[src/rtl/l23_ready_seq.sv]
module l23_ready_seq #(
  parameter int NPORTS      = 4,
  parameter int ACK_TIMEOUT = 64,
  parameter int HOLD_CYCLES = 13
) (
  input  logic              clk,
  input  logic              rst_n,
  input  logic              d3cold_req,
  input  logic [NPORTS-1:0] port_en,
  input  logic              aux_keep,
  input  logic [NPORTS-1:0] ack_in,
  input  logic              elec_idle,
  input  logic              wake_in,
  output logic              turnoff_send,
  output logic              enter_l23_send,
  output logic              main_pwr_off,
  output logic              in_l2,
  output logic              in_l3,
  output logic              restore_req,
  output logic              fund_reset,
  output logic              ack_timeout
);

  localparam int CNT_MAX = (ACK_TIMEOUT > HOLD_CYCLES) ? ACK_TIMEOUT : HOLD_CYCLES;
  localparam int CW      = $clog2(CNT_MAX + 1);
  localparam logic [CW-1:0] ACK_LAST  = CW'(ACK_TIMEOUT - 1);
  localparam logic [CW-1:0] HOLD_LAST = CW'(HOLD_CYCLES - 1);

  typedef enum logic [3:0] {
    S_IDLE, S_BCAST, S_WACK, S_ENTER, S_WIDLE, S_HOLD, S_OFF2, S_OFF3, S_RESTORE
  } st_t;

  st_t              st;
  logic [CW-1:0]    cnt;
  logic [NPORTS-1:0] got;
  logic [NPORTS-1:0] got_nx;
  logic              all_in;
  logic              to_flag;

  assign got_nx = got | (ack_in & port_en);
  assign all_in = ((got_nx & port_en) == port_en);

  always_ff @(posedge clk or negedge rst_n) begin
    if (!rst_n) begin
      st      <= S_IDLE;
      cnt     <= '0;
      got     <= '0;
      to_flag <= 1'b0;
    end else begin
      case (st)
        S_IDLE: if (d3cold_req) begin
          st      <= S_BCAST;
          got     <= '0;
          to_flag <= 1'b0;
        end
        S_BCAST: begin
          got <= got_nx;
          cnt <= '0;
          st  <= S_WACK;
        end
        S_WACK: begin
          got <= got_nx;
          if (all_in) st <= S_ENTER;
          else if (cnt == ACK_LAST) begin
            st      <= S_IDLE;
            to_flag <= 1'b1;
          end else cnt <= cnt + 1'b1;
        end
        S_ENTER: st <= S_WIDLE;
        S_WIDLE: if (elec_idle) begin
          st  <= S_HOLD;
          cnt <= '0;
        end
        S_HOLD: begin
          if (cnt == HOLD_LAST) st <= aux_keep ? S_OFF2 : S_OFF3;
          else cnt <= cnt + 1'b1;
        end
        S_OFF2: if (wake_in) st <= S_RESTORE;
        S_OFF3: st <= S_OFF3;
        S_RESTORE: st <= S_RESTORE;
        default: st <= S_IDLE;
      endcase
    end
  end

  assign turnoff_send   = (st == S_BCAST);
  assign enter_l23_send = (st == S_ENTER);
  assign main_pwr_off   = (st == S_OFF2) || (st == S_OFF3);
  assign in_l2          = (st == S_OFF2);
  assign in_l3          = (st == S_OFF3);
  assign restore_req    = (st == S_RESTORE);
  assign fund_reset     = (st == S_RESTORE);
  assign ack_timeout    = to_flag;

endmodule

[config.mk]
export PLATFORM = sky130hd
export DESIGN_NAME = l23_ready_seq
export DESIGN_NICKNAME = d
export VERILOG_FILES = /design/src/rtl/l23_ready_seq.sv
export SDC_FILE = /design/constraint.sdc
export NUM_CORES = 1
export LEC_CHECK = 0
export ABC_AREA = 0
export BUFFER_PORTS_ARGS = -buffer_cell sky130_fd_sc_hd__buf_2
export CAP_MARGIN = 10
export CORE_UTILIZATION = 48
export DETAILED_ROUTE_END_ITERATION = 16
export GPL_TIMING_DRIVEN = 1
export PLACE_DENSITY = 0.79
export SYNTH_ARGS = -nofsm -noshare
export SYNTH_HDL_FRONTEND = slang
export SYNTH_SLANG_ARGS = --single-unit
[constraint.sdc]
create_clock -name clk -period 2.15 [get_ports clk]
set_input_delay 0 -clock clk [delete_from_list [all_inputs] [get_ports clk]]
set_output_delay 0 -clock clk [all_outputs]
set_load 0.02 [all_outputs]
==> impl_metrics.yaml, run 1 <==
route:
  drt_drc_violations_left: 0
  drt-vias-per-instance: 5.951
  route.vias.total: 1089
  first_iter_violations: 47
  detailedRoute.firstPassIterationCount: 4
  wire_per_inst_um: 13.66
  drt.antenna.violating_nets: 0
  drt-total-wl_mm: 2.500
global_routing:
  gr-usage-all-layers: 0.2201
  initial_antenna_violation_count: 0
  first_global_vias: 976
  grt_max_degree: 21
  grt_overflow_total: 0
  grt_pass1_wl_mm: 4.140
logic_synthesis:
  synth_xor_xnor_area_share: 0
  synthMuxAreaShare: 0.01932
  syn-num-nets: 138
  synth_fa_ha_area_frac: 0.02415
  synthesis.area_um2: 1036
  netlist_instances: 122
  ys_seq_area_frac: 0.3865
  compound_gate_fraction_of_synth_area: 0.2065
  synth_top_family_by_area: "simple AND/OR/NAND/NOR gates"
  yosys-top-cells-count: "sky130_fd_sc_hd__dfrtp_1 (16), sky130_fd_sc_hd__nand2_1 (13), sky130_fd_sc_hd__nor2_1 (10), sky130_fd_sc_hd__inv_1 (8)"
  yosys.cell_count.top_type: "sky130_fd_sc_hd__dfrtp_1"
  synth.top_cell.area_share: 0.3865
  synthesized_flop_and_latch_total: 16
  synthSimpleGateAreaFrac: 0.2995
  post_synth_main_area_contributors: "sky130_fd_sc_hd__dfrtp_1 (39%), sky130_fd_sc_hd__nand2_1 (4.7%), sky130_fd_sc_hd__a31oi_1 (4.2%)"
  yosysWarnings: 0
  postSynth.asyncResetShare: 1.000
  post_synth.cell_area_avg_um2: 8.492
  synthFlopType: "sky130_fd_sc_hd__dfrtp_1"
  synthDominantAreaCellType: "sky130_fd_sc_hd__dfrtp_1"
  number_of_distinct_library_cell_variants_in_the_gate_level_netlist_after_synthesis: 38
  synth_enable_flop_cells: 0
floorplan:
  start_util: 0.5175
  core_area_um2: 2002
  ios: 22
  dieWidth_um: 48.46
  die_area_um2: 2348
  floorplan.die.height_um: 48.46
  placementRows: 16
clock_tree:
  cts.htree.levels: 1
  clockBufferDepth: 2
  clock_latency_ps: 290
  clk_pin_slew_worst_paths_ps: 100
  clock-root-buffer: "sky130_fd_sc_hd__clkbuf_4"
  cts.sinks: 16
  cts_tree: "yes"
  post-cts-setup-buffer-count: 0
  tritoncts.num_buffers: 3
critical_path:
  critical_path_peak_fanout: 8
  required_time_of_the_worst_setup_path_ps: 2360
  worstSetupPathType: "flop to flop"
  timing.critical_path.arrival_ps: 2230
  critPathLaunchType: "flop"
  worst_setup_path_end_kind: "flop"
layout:
  area.growth.synth_to_final_pct: 28.14
  final_design_area_no_fill_um2: 1328
  finish.cell_count_without_fillers: 183
  layout-drive-gt1-share: 0.2308
  utilization: 0.6631
  diodes: 0
  finalNetCount: 173
sta:
  worst_clock_skew_ps: 7.902
  slew_of_the_pin_with_the_lowest_slew_margin_ps: 495.2
  final-max-slew-violation-count: 0
  setup_viol: 0
  slew_headroom: 0.6689
  layout_min_cycle_time_ps: 2024
  clock.fmax_mhz: 494.2
  post-route-period-util: 0.9412
  timing.final.hold_violations: 0
  rsz0062_at_grt: "no"
  final.setup.tns_ps: 0
  final_critical_path_setup_slack_ps: 126.4
placement:
  numPlacedInstances: 170
  io_buffer_count: 21
  hpwl_mm: 1.648
  place_ws_ps: 43.02
  post_dp_cell_area_um2: 1191
  gp_congestion: 0.7893
pwr:
  leakagePower_nw: 0.6050
  cellPowerDensity_nw_per_um2: 1176
  vdd.ir_drop.worst_v: 0.0007945
run_status:
  run_status: "finished, final reports clean"
worst_hold_path:
  timing.hold.worst.class: "input port to flop"
run:
  max_cap_violation_count: 0
-- per-layer routing --
layer	track usage	share of wire
met5	0	0
met4	0.01471	0.0056
met3	0.04717	0.043
met2	0.3991	0.50
met1	0.2811	0.45
-- what timing repair did --
action	4_1_cts	5_1_grt
endpoints found under the setup margin	0	6
resized for setup	0	2
hold buffers	9	0
endpoints found under the hold margin	20	0
-- worst paths after layout --
check | slack [ps] | depth (start not counted) | start | endpoint
hold / removal | 40 | 3 | wake_in | st[3]
max in group asynchronous | 1730 | 2 | rst_n | st[2]
setup reg to reg | 130 | 4 | st[0] | cnt[0]
setup / recovery | 130 | 4 | st[0] | cnt[0]
min in group asynchronous | 150 | 2 | rst_n | got[3]
hold reg to reg | 510 | 2 | ack_timeout | ack_timeout
-- logic make-up after synthesis --
family,Yosys count
AOI/OAI and AO/OA,31
adders and majority gates,2
buffers and inverters,15
DFF,16
muxes,2
and+or+nand+nor,56
-- stage by stage --
stage	power (mW)	hold slack, ps
3_5_place_dp	1.263	-70.61
4_1_cts	1.529	33.93
6_report	1.561	41.27
3_3_place_gp	1.247	-72.88
2_1_floorplan	1.037	-295.6
5_1_grt	1.689	48.75
-- final cells by class --
type	count	area, µm²
multi-input cells	91	579.3
well taps	27	33.78
clock buffers	4	36.28
fillers	163	674.4
flip-flops and latches	16	400.4
repair buffers	37	247.7
inverters	8	30.03
-- power breakdown --
group | switching, mW | total, mW | leakage, nW | internal (mW)
logic | 0.538 | 0.935 | 0.372 | 0.396
clock network | 0.0936 | 0.197 | 0.0210 | 0.103
registers | 0.0457 | 0.430 | 0.212 | 0.384
-- cell usage in the layout (no fill, tap or decap), types with 2 or more instances in the layout --
master / n
sky130_fd_sc_hd__nand2_1: 13
sky130_fd_sc_hd__a31oi_1: 7
sky130_fd_sc_hd__nand2b_1: 2
sky130_fd_sc_hd__o2bb2ai_1: 4
sky130_fd_sc_hd__nor4_1: 3
sky130_fd_sc_hd__a21oi_1: 5
sky130_fd_sc_hd__nor3_1: 7
sky130_fd_sc_hd__nand4_1: 3
sky130_fd_sc_hd__and2_1: 2
sky130_fd_sc_hd__buf_4: 7
sky130_fd_sc_hd__dlygate4sd3_1: 9
sky130_fd_sc_hd__inv_1: 8
sky130_fd_sc_hd__o21ai_0: 5
sky130_fd_sc_hd__nor2_1: 10
sky130_fd_sc_hd__clkbuf_4: 3
sky130_fd_sc_hd__dfrtp_1: 16
sky130_fd_sc_hd__a2111oi_0: 2
sky130_fd_sc_hd__and3_1: 2
sky130_fd_sc_hd__buf_2: 21
sky130_fd_sc_hd__nor3b_1: 4
sky130_fd_sc_hd__nand3_1: 2
sky130_fd_sc_hd__ha_1: 2
sky130_fd_sc_hd__mux2i_1: 2
-- worst max-delay path, stage by stage, from the launching register on --
cell	delay, ps
sky130_fd_sc_hd__dfrtp_1	390
sky130_fd_sc_hd__or4b_4	570
sky130_fd_sc_hd__or4_4	620
sky130_fd_sc_hd__nand3_2	170
sky130_fd_sc_hd__mux2i_1	200
-- state kept, by name (all words and copies together) (netlist names) --
register	cells
cnt	7
got	4
st	4
ack_timeout	1
No activity file was read; power rests on OpenSTA's default activity.
==> inputs of run 2 (changes only) <==
- REMOVE_ABC_BUFFERS: unset -> 1
==> run 2 against run 1 <==
Against the previous run: sequential share of layout area increased by 0.17 points; sequential cell count unchanged; sequential power increased by 2%; design area decreased by 0.56%; final cell count decreased by 0.55%; clock skew decreased by 3.8 ps; clock power decreased by 20%; core utilization decreased by 0.37 points; combinational power increased by 2%; die area unchanged; routed wire length increased by 7.0%; critical path type unchanged.
==> impl_metrics.yaml, run 2 (synthesis results as in run 1) <==
run_status:
  run_status: "finished, final reports clean"
sta:
  post-route-period-util: 0.9506
  final.setup.tns_ps: 0
  final-max-slew-violation-count: 0
  clock.fmax_mhz: 489.3
  timing.final.hold_violations: 0
  rsz0062_at_grt: "no"
  layout_min_cycle_time_ps: 2044
  final_worst_hold_slack_ps: 36.42
  setup_viol: 0
  slew_headroom: 0.6317
  slew_of_the_pin_with_the_lowest_slew_margin_ps: 552.4
  worst_clock_skew_ps: 4.085
clock_tree:
  clock-root-buffer: "sky130_fd_sc_hd__clkbuf_4"
  clk_pin_slew_worst_paths_ps: 90
  post-cts-setup-buffer-count: 0
  cts.sinks: 16
  clock_latency_ps: 280
  clockBufferDepth: 2
  cts.htree.levels: 1
  tritoncts.num_buffers: 3
  cts_tree: "yes"
layout:
  mostFrequentLayoutCell: "sky130_fd_sc_hd__buf_2"
  register_area_um2: 400.4
  area.growth.synth_to_final_pct: 27.42
  largest_register_ffs: 7
  num-fill-cells: 167
  multi_input_area_um2: 585.6
  reg.largest.list: "cnt: 7 flops, got: 4 flops, st: 4 flops"
  finalNetCount: 173
  final_design_area_no_fill_um2: 1320
  utilization: 0.6594
  layout-drive-gt1-share: 0.2323
  finish.cell_count_without_fillers: 182
  diodes: 0
  registers.top_by_ff_count: "cnt"
  layout.cells.most_common_list: "sky130_fd_sc_hd__buf_2 (21), sky130_fd_sc_hd__dfrtp_1 (16), sky130_fd_sc_hd__nand2_1 (13)"
critical_path:
  worstRegToRegCells: 4
  regToRegStartpoint: "st[0]"
  startpoint: "st[0]"
  reg2reg_setup_slack_ps: 110
  critical_path_peak_fanout: 8
  timing.critical_path.arrival_ps: 2250
  required_time_of_the_worst_setup_path_ps: 2350
  worstSetupPathType: "flop to flop"
  critical_path.reg2reg.endpoint: "cnt[1]"
  worst_setup_path_end_kind: "flop"
  crit_path_end: "cnt[1]"
  critPathLaunchType: "flop"
floorplan:
  start_util: 0.5175
  die_area_um2: 2348
  core_area_um2: 2002
  dieWidth_um: 48.46
  ios: 22
  placementRows: 16
  floorplan.die.height_um: 48.46
route:
  route.vias.total: 1108
  drt-total-wl_mm: 2.674
  detailedRoute.firstPassIterationCount: 4
  drt-vias-per-instance: 6.088
  wire_per_inst_um: 14.69
  drt_drc_violations_left: 0
  first_iter_violations: 53
  drt.antenna.violating_nets: 0
pwr:
  cellPowerDensity_nw_per_um2: 1171
  vdd.ir_drop.worst_v: 0.0007306
  leakagePower_nw: 0.5996
global_routing:
  first_global_vias: 1020
  gr-max-usage-layer: "met2"
  grt.met2_usage: 0.4390
  grt_util_met1: 0.3060
  grt_max_degree: 21
  grt_pass1_wl_mm: 4.540
  gr-usage-all-layers: 0.2450
  initial_antenna_violation_count: 0
  grt_overflow_total: 0
  met3_usage: 0.02516
placement:
  io_buffer_count: 21
  numPlacedInstances: 170
  post_dp_cell_area_um2: 1191
  hpwl_mm: 1.813
  gp_congestion: 0.8296
worst_hold_path:
  timing.hold.worst.class: "input port to flop"
run:
  max_cap_violation_count: 0
-- run 2: report_power, final --
part / leakage, nW / total (mW) / switching [mW] / internal, mW
sequential: 0.212 / 0.437 / 0.0525 / 0.384
combinational: 0.374 / 0.951 / 0.550 / 0.401
clock: 0.0138 / 0.158 / 0.0929 / 0.0650
-- run 2: metal layers --
layer | routed length [µm] | share of wire
met5 | 0 | 0
met2 | 1393 | 0.52
met3 | 122 | 0.046
met4 | 28 | 0.010
met1 | 1129 | 0.42
-- run 2: timing repair --
| action | in CTS | in global routing |
|---|---|---|
| pin swaps | 0 | 1 |
| hold buffers | 9 | 0 |
| endpoints found under the hold margin | 20 | 0 |
| gates resized for setup | 2 | 2 |
| endpoints found under the setup margin | 6 | 5 |
| gates cloned | 0 | 0 |
-- run 2: how the worst min path moves through the flow --
stage,start,to,cells past startpoint
after floorplan,rst_n,ack_timeout,0
after global placement,rst_n,got[0],1
after detailed placement,rst_n,cnt[4],1
after CTS,wake_in,st[3],3
after global routing,wake_in,st[3],3
final,wake_in,st[3],3
-- run 2: stage by stage --
stage,setup slack [ps],power [mW]
floorplan,-13.92,1.003
global route,31.43,1.671
detailed placement,-100.1,1.278
global placement,74.16,1.239
finish,106.1,1.546
CTS,108.6,1.518
-- run 2: critical path: stages, from the launching register on --
cell                      delay, ps
sky130_fd_sc_hd__dfrtp_1        390
sky130_fd_sc_hd__or4b_4         560
sky130_fd_sc_hd__or4_4          610
sky130_fd_sc_hd__nand3_2        170
sky130_fd_sc_hd__mux2i_1        230
-- run 2: cell type report --
cell class                 count  area share
timing repair buffer          37      0.1877
sequential                    16      0.3033
tap                           27     0.02559
inverter                       8     0.02275
multi-input combinational     91      0.4436
clock buffer                   3     0.01706
==> inputs of run 3 (changes only) <==
- CORE_UTILIZATION: 48 -> 40
- PLACE_DENSITY: 0.79 -> 0.69
==> run 3 against run 2 <==
Against the previous run: critical endpoint is now cnt[0]; highest routed layer unchanged; die area is 19% higher; largest power group unchanged; critical path type unchanged; register-to-register slack better by 30 ps; the flow now finishes with violations (negative hold slack); via count down 2.6%; clock power about the same; clock skew rose by 5.3 ps; routed wire length decreased by 5.8%; design area decreased by 2.0%; global-route usage decreased by 3.9 points; non-clock buffer count is 3 lower.
==> impl_metrics.yaml, run 3 (synthesis results as in run 1) <==
run_status:
  run_status: "finished with violations"
  failed_checks: "negative hold slack"
pwr:
  vdd.ir_drop.worst_v: 0.0007136
  power.switching_uw: 675.2
  power_frac_comb: 0.610
  leakagePower_nw: 0.5880
  switching_share: 0.4495
  intPower_uw: 827.1
  p_clk_frac: 0.104
  cellPowerDensity_nw_per_um2: 1161
  sequentialPowerShare: 0.286
sta:
  clock.fmax_mhz: 496.3
  slew_headroom: 0.6569
  post-route-period-util: 0.9372
  final_worst_hold_slack_ps: -2.775
  slew_of_the_pin_with_the_lowest_slew_margin_ps: 510.8
  timing.final.hold_violations: 1
  layout_min_cycle_time_ps: 2015
  final-max-slew-violation-count: 0
  rsz0062_at_grt: "no"
  worst_clock_skew_ps: 9.350
  setup_viol: 0
layout:
  reg.largest.list: "cnt: 7 flops, got: 4 flops, st: 4 flops"
  mostFrequentLayoutCell: "sky130_fd_sc_hd__buf_2"
  area.growth.synth_to_final_pct: 24.88
  registers.top_by_ff_count: "cnt"
  diodes: 0
  multi_input_area_um2: 585.6
  final_design_area_no_fill_um2: 1294
  finish.cell_count_without_fillers: 182
  largest_register_ffs: 7
  num-fill-cells: 243
  layout.cells.most_common_list: "sky130_fd_sc_hd__buf_2 (21), sky130_fd_sc_hd__dfrtp_1 (16), sky130_fd_sc_hd__nand2_1 (13)"
  layout-drive-gt1-share: 0.2368
  register_area_um2: 400.4
  finalNetCount: 170
global_routing:
  grt_max_degree: 21
  grt_overflow_total: 0
  initial_antenna_violation_count: 0
  first_global_vias: 975
  gr-usage-all-layers: 0.2057
  grt_pass1_wl_mm: 4.278
critical_path:
  worstRegToRegCells: 4
  required_time_of_the_worst_setup_path_ps: 2350
  regToRegStartpoint: "st[0]"
  timing.critical_path.arrival_ps: 2220
  critical_path_peak_fanout: 8
  reg2reg_setup_slack_ps: 140
  critical_path.reg2reg.endpoint: "cnt[0]"
  critPathLaunchType: "flop"
  worst_setup_path_end_kind: "flop"
  worstSetupPathType: "flop to flop"
clock_tree:
  cts.sinks: 16
  cts_tree: "yes"
  clock-root-buffer: "sky130_fd_sc_hd__clkbuf_4"
  tritoncts.num_buffers: 3
  clockBufferDepth: 2
  cts.htree.levels: 1
  clk_pin_slew_worst_paths_ps: 100
  clock_latency_ps: 280
placement:
  post_dp_cell_area_um2: 1195
  hpwl_mm: 1.774
  numPlacedInstances: 173
  io_buffer_count: 21
  gp_congestion: 0.8648
route:
  drt-total-wl_mm: 2.520
  route.vias.total: 1079
  wire_per_inst_um: 13.85
  drt-vias-per-instance: 5.929
  detailedRoute.firstPassIterationCount: 5
  first_iter_violations: 22
  met2WireLength_mm: 1.225
  drt_drc_violations_left: 0
  drt-met1-wl_mm: 1.161
  dr_wl_met3_um: 88
  drt.antenna.violating_nets: 0
  highest_metal_layer_with_signal_wires: "met4"
floorplan:
  start_util: 0.4220
  die_area_um2: 2797
  dieWidth_um: 52.89
  placementRows: 18
  ios: 22
  floorplan.die.height_um: 52.89
  core_area_um2: 2455
worst_hold_path:
  holdCritStartpoint: "ack_in[3]"
  hold-path-endpoint: "got[3]"
  min_delay_path_depth: 3
  timing.hold.worst.class: "input port to flop"
run:
  max_cap_violation_count: 0
run 3: changes by cell type in the layout (fill, tap and decap cells not counted):
| cell | delta |
|---|---|
| sky130_fd_sc_hd__dlygate4sd3_1 | -3 |
run 3: through the flow:
| step | hold WS, ps | TNS [ps] | util | power [mW] | setup WS [ps] |
|---|---|---|---|---|---|
| after floorplan | -295.6 | -39.49 | - | 1.003 | -13.92 |
| after global placement | -71.67 | 0 | 0.4867 | 1.247 | 71.83 |
| after detailed placement | -68.29 | 0 | 0.4867 | 1.272 | 1.168 |
| after CTS | 1.798 | 0 | 0.5229 | 1.474 | 12.22 |
| after global routing | 2.286 | 0 | 0.5270 | 1.644 | 34.06 |
| final | -2.775 | 0 | 0.5270 | 1.502 | 135.1 |
run 3: repair_timing:
item,in CTS,in global routing
buffers inserted,0,0
hold buffers,6,0
cloned,0,0
resized for setup,1,3
pin swaps,0,0
endpoints found under the hold margin,19,0
setup endpoints to repair,4,5
run 3: final cells by class:
type,instances,area share
multi-input cells,91,0.4526
flip-flops and latches,16,0.3095
repair buffers,34,0.1683
well taps,30,0.02901
inverters,8,0.02321
clock buffers,3,0.01741
run 3: worst max-delay path by stage:
stage,slack (ps),startpoint,end,depth (start not counted)
floorplan,-10,st[1],cnt[0],4
global placement,70,st[0],cnt[0],4
detailed placement,1,cnt[0],cnt[0],7
CTS,10,st[0],cnt[0],4
global route,30,st[1],got[1],7
finish,140,st[0],cnt[0],4
run 3: worst max-delay path, stage by stage, from the launching register on:
cell and delay, ps:
sky130_fd_sc_hd__dfrtp_1 380, sky130_fd_sc_hd__or4b_4 570, sky130_fd_sc_hd__or4_4 620, sky130_fd_sc_hd__nand3_2 170, sky130_fd_sc_hd__mux2i_1 200
run 3: per-layer routing:
metal  up-vias  track usage
li1        520            -
met1       522       0.2609
met2        31       0.3397
met3         6      0.02874
met4         0      0.09649
met5         -            0
run 3: power by group through the flow:
stage	clock network [mW]	registers [mW]	logic [mW]
CTS	0.158	0.429	0.887
global placement	0	0.432	0.815
finish	0.156	0.430	0.916
floorplan	0	0.497	0.506
global route	0.176	0.443	1.02
detailed placement	0	0.435	0.837
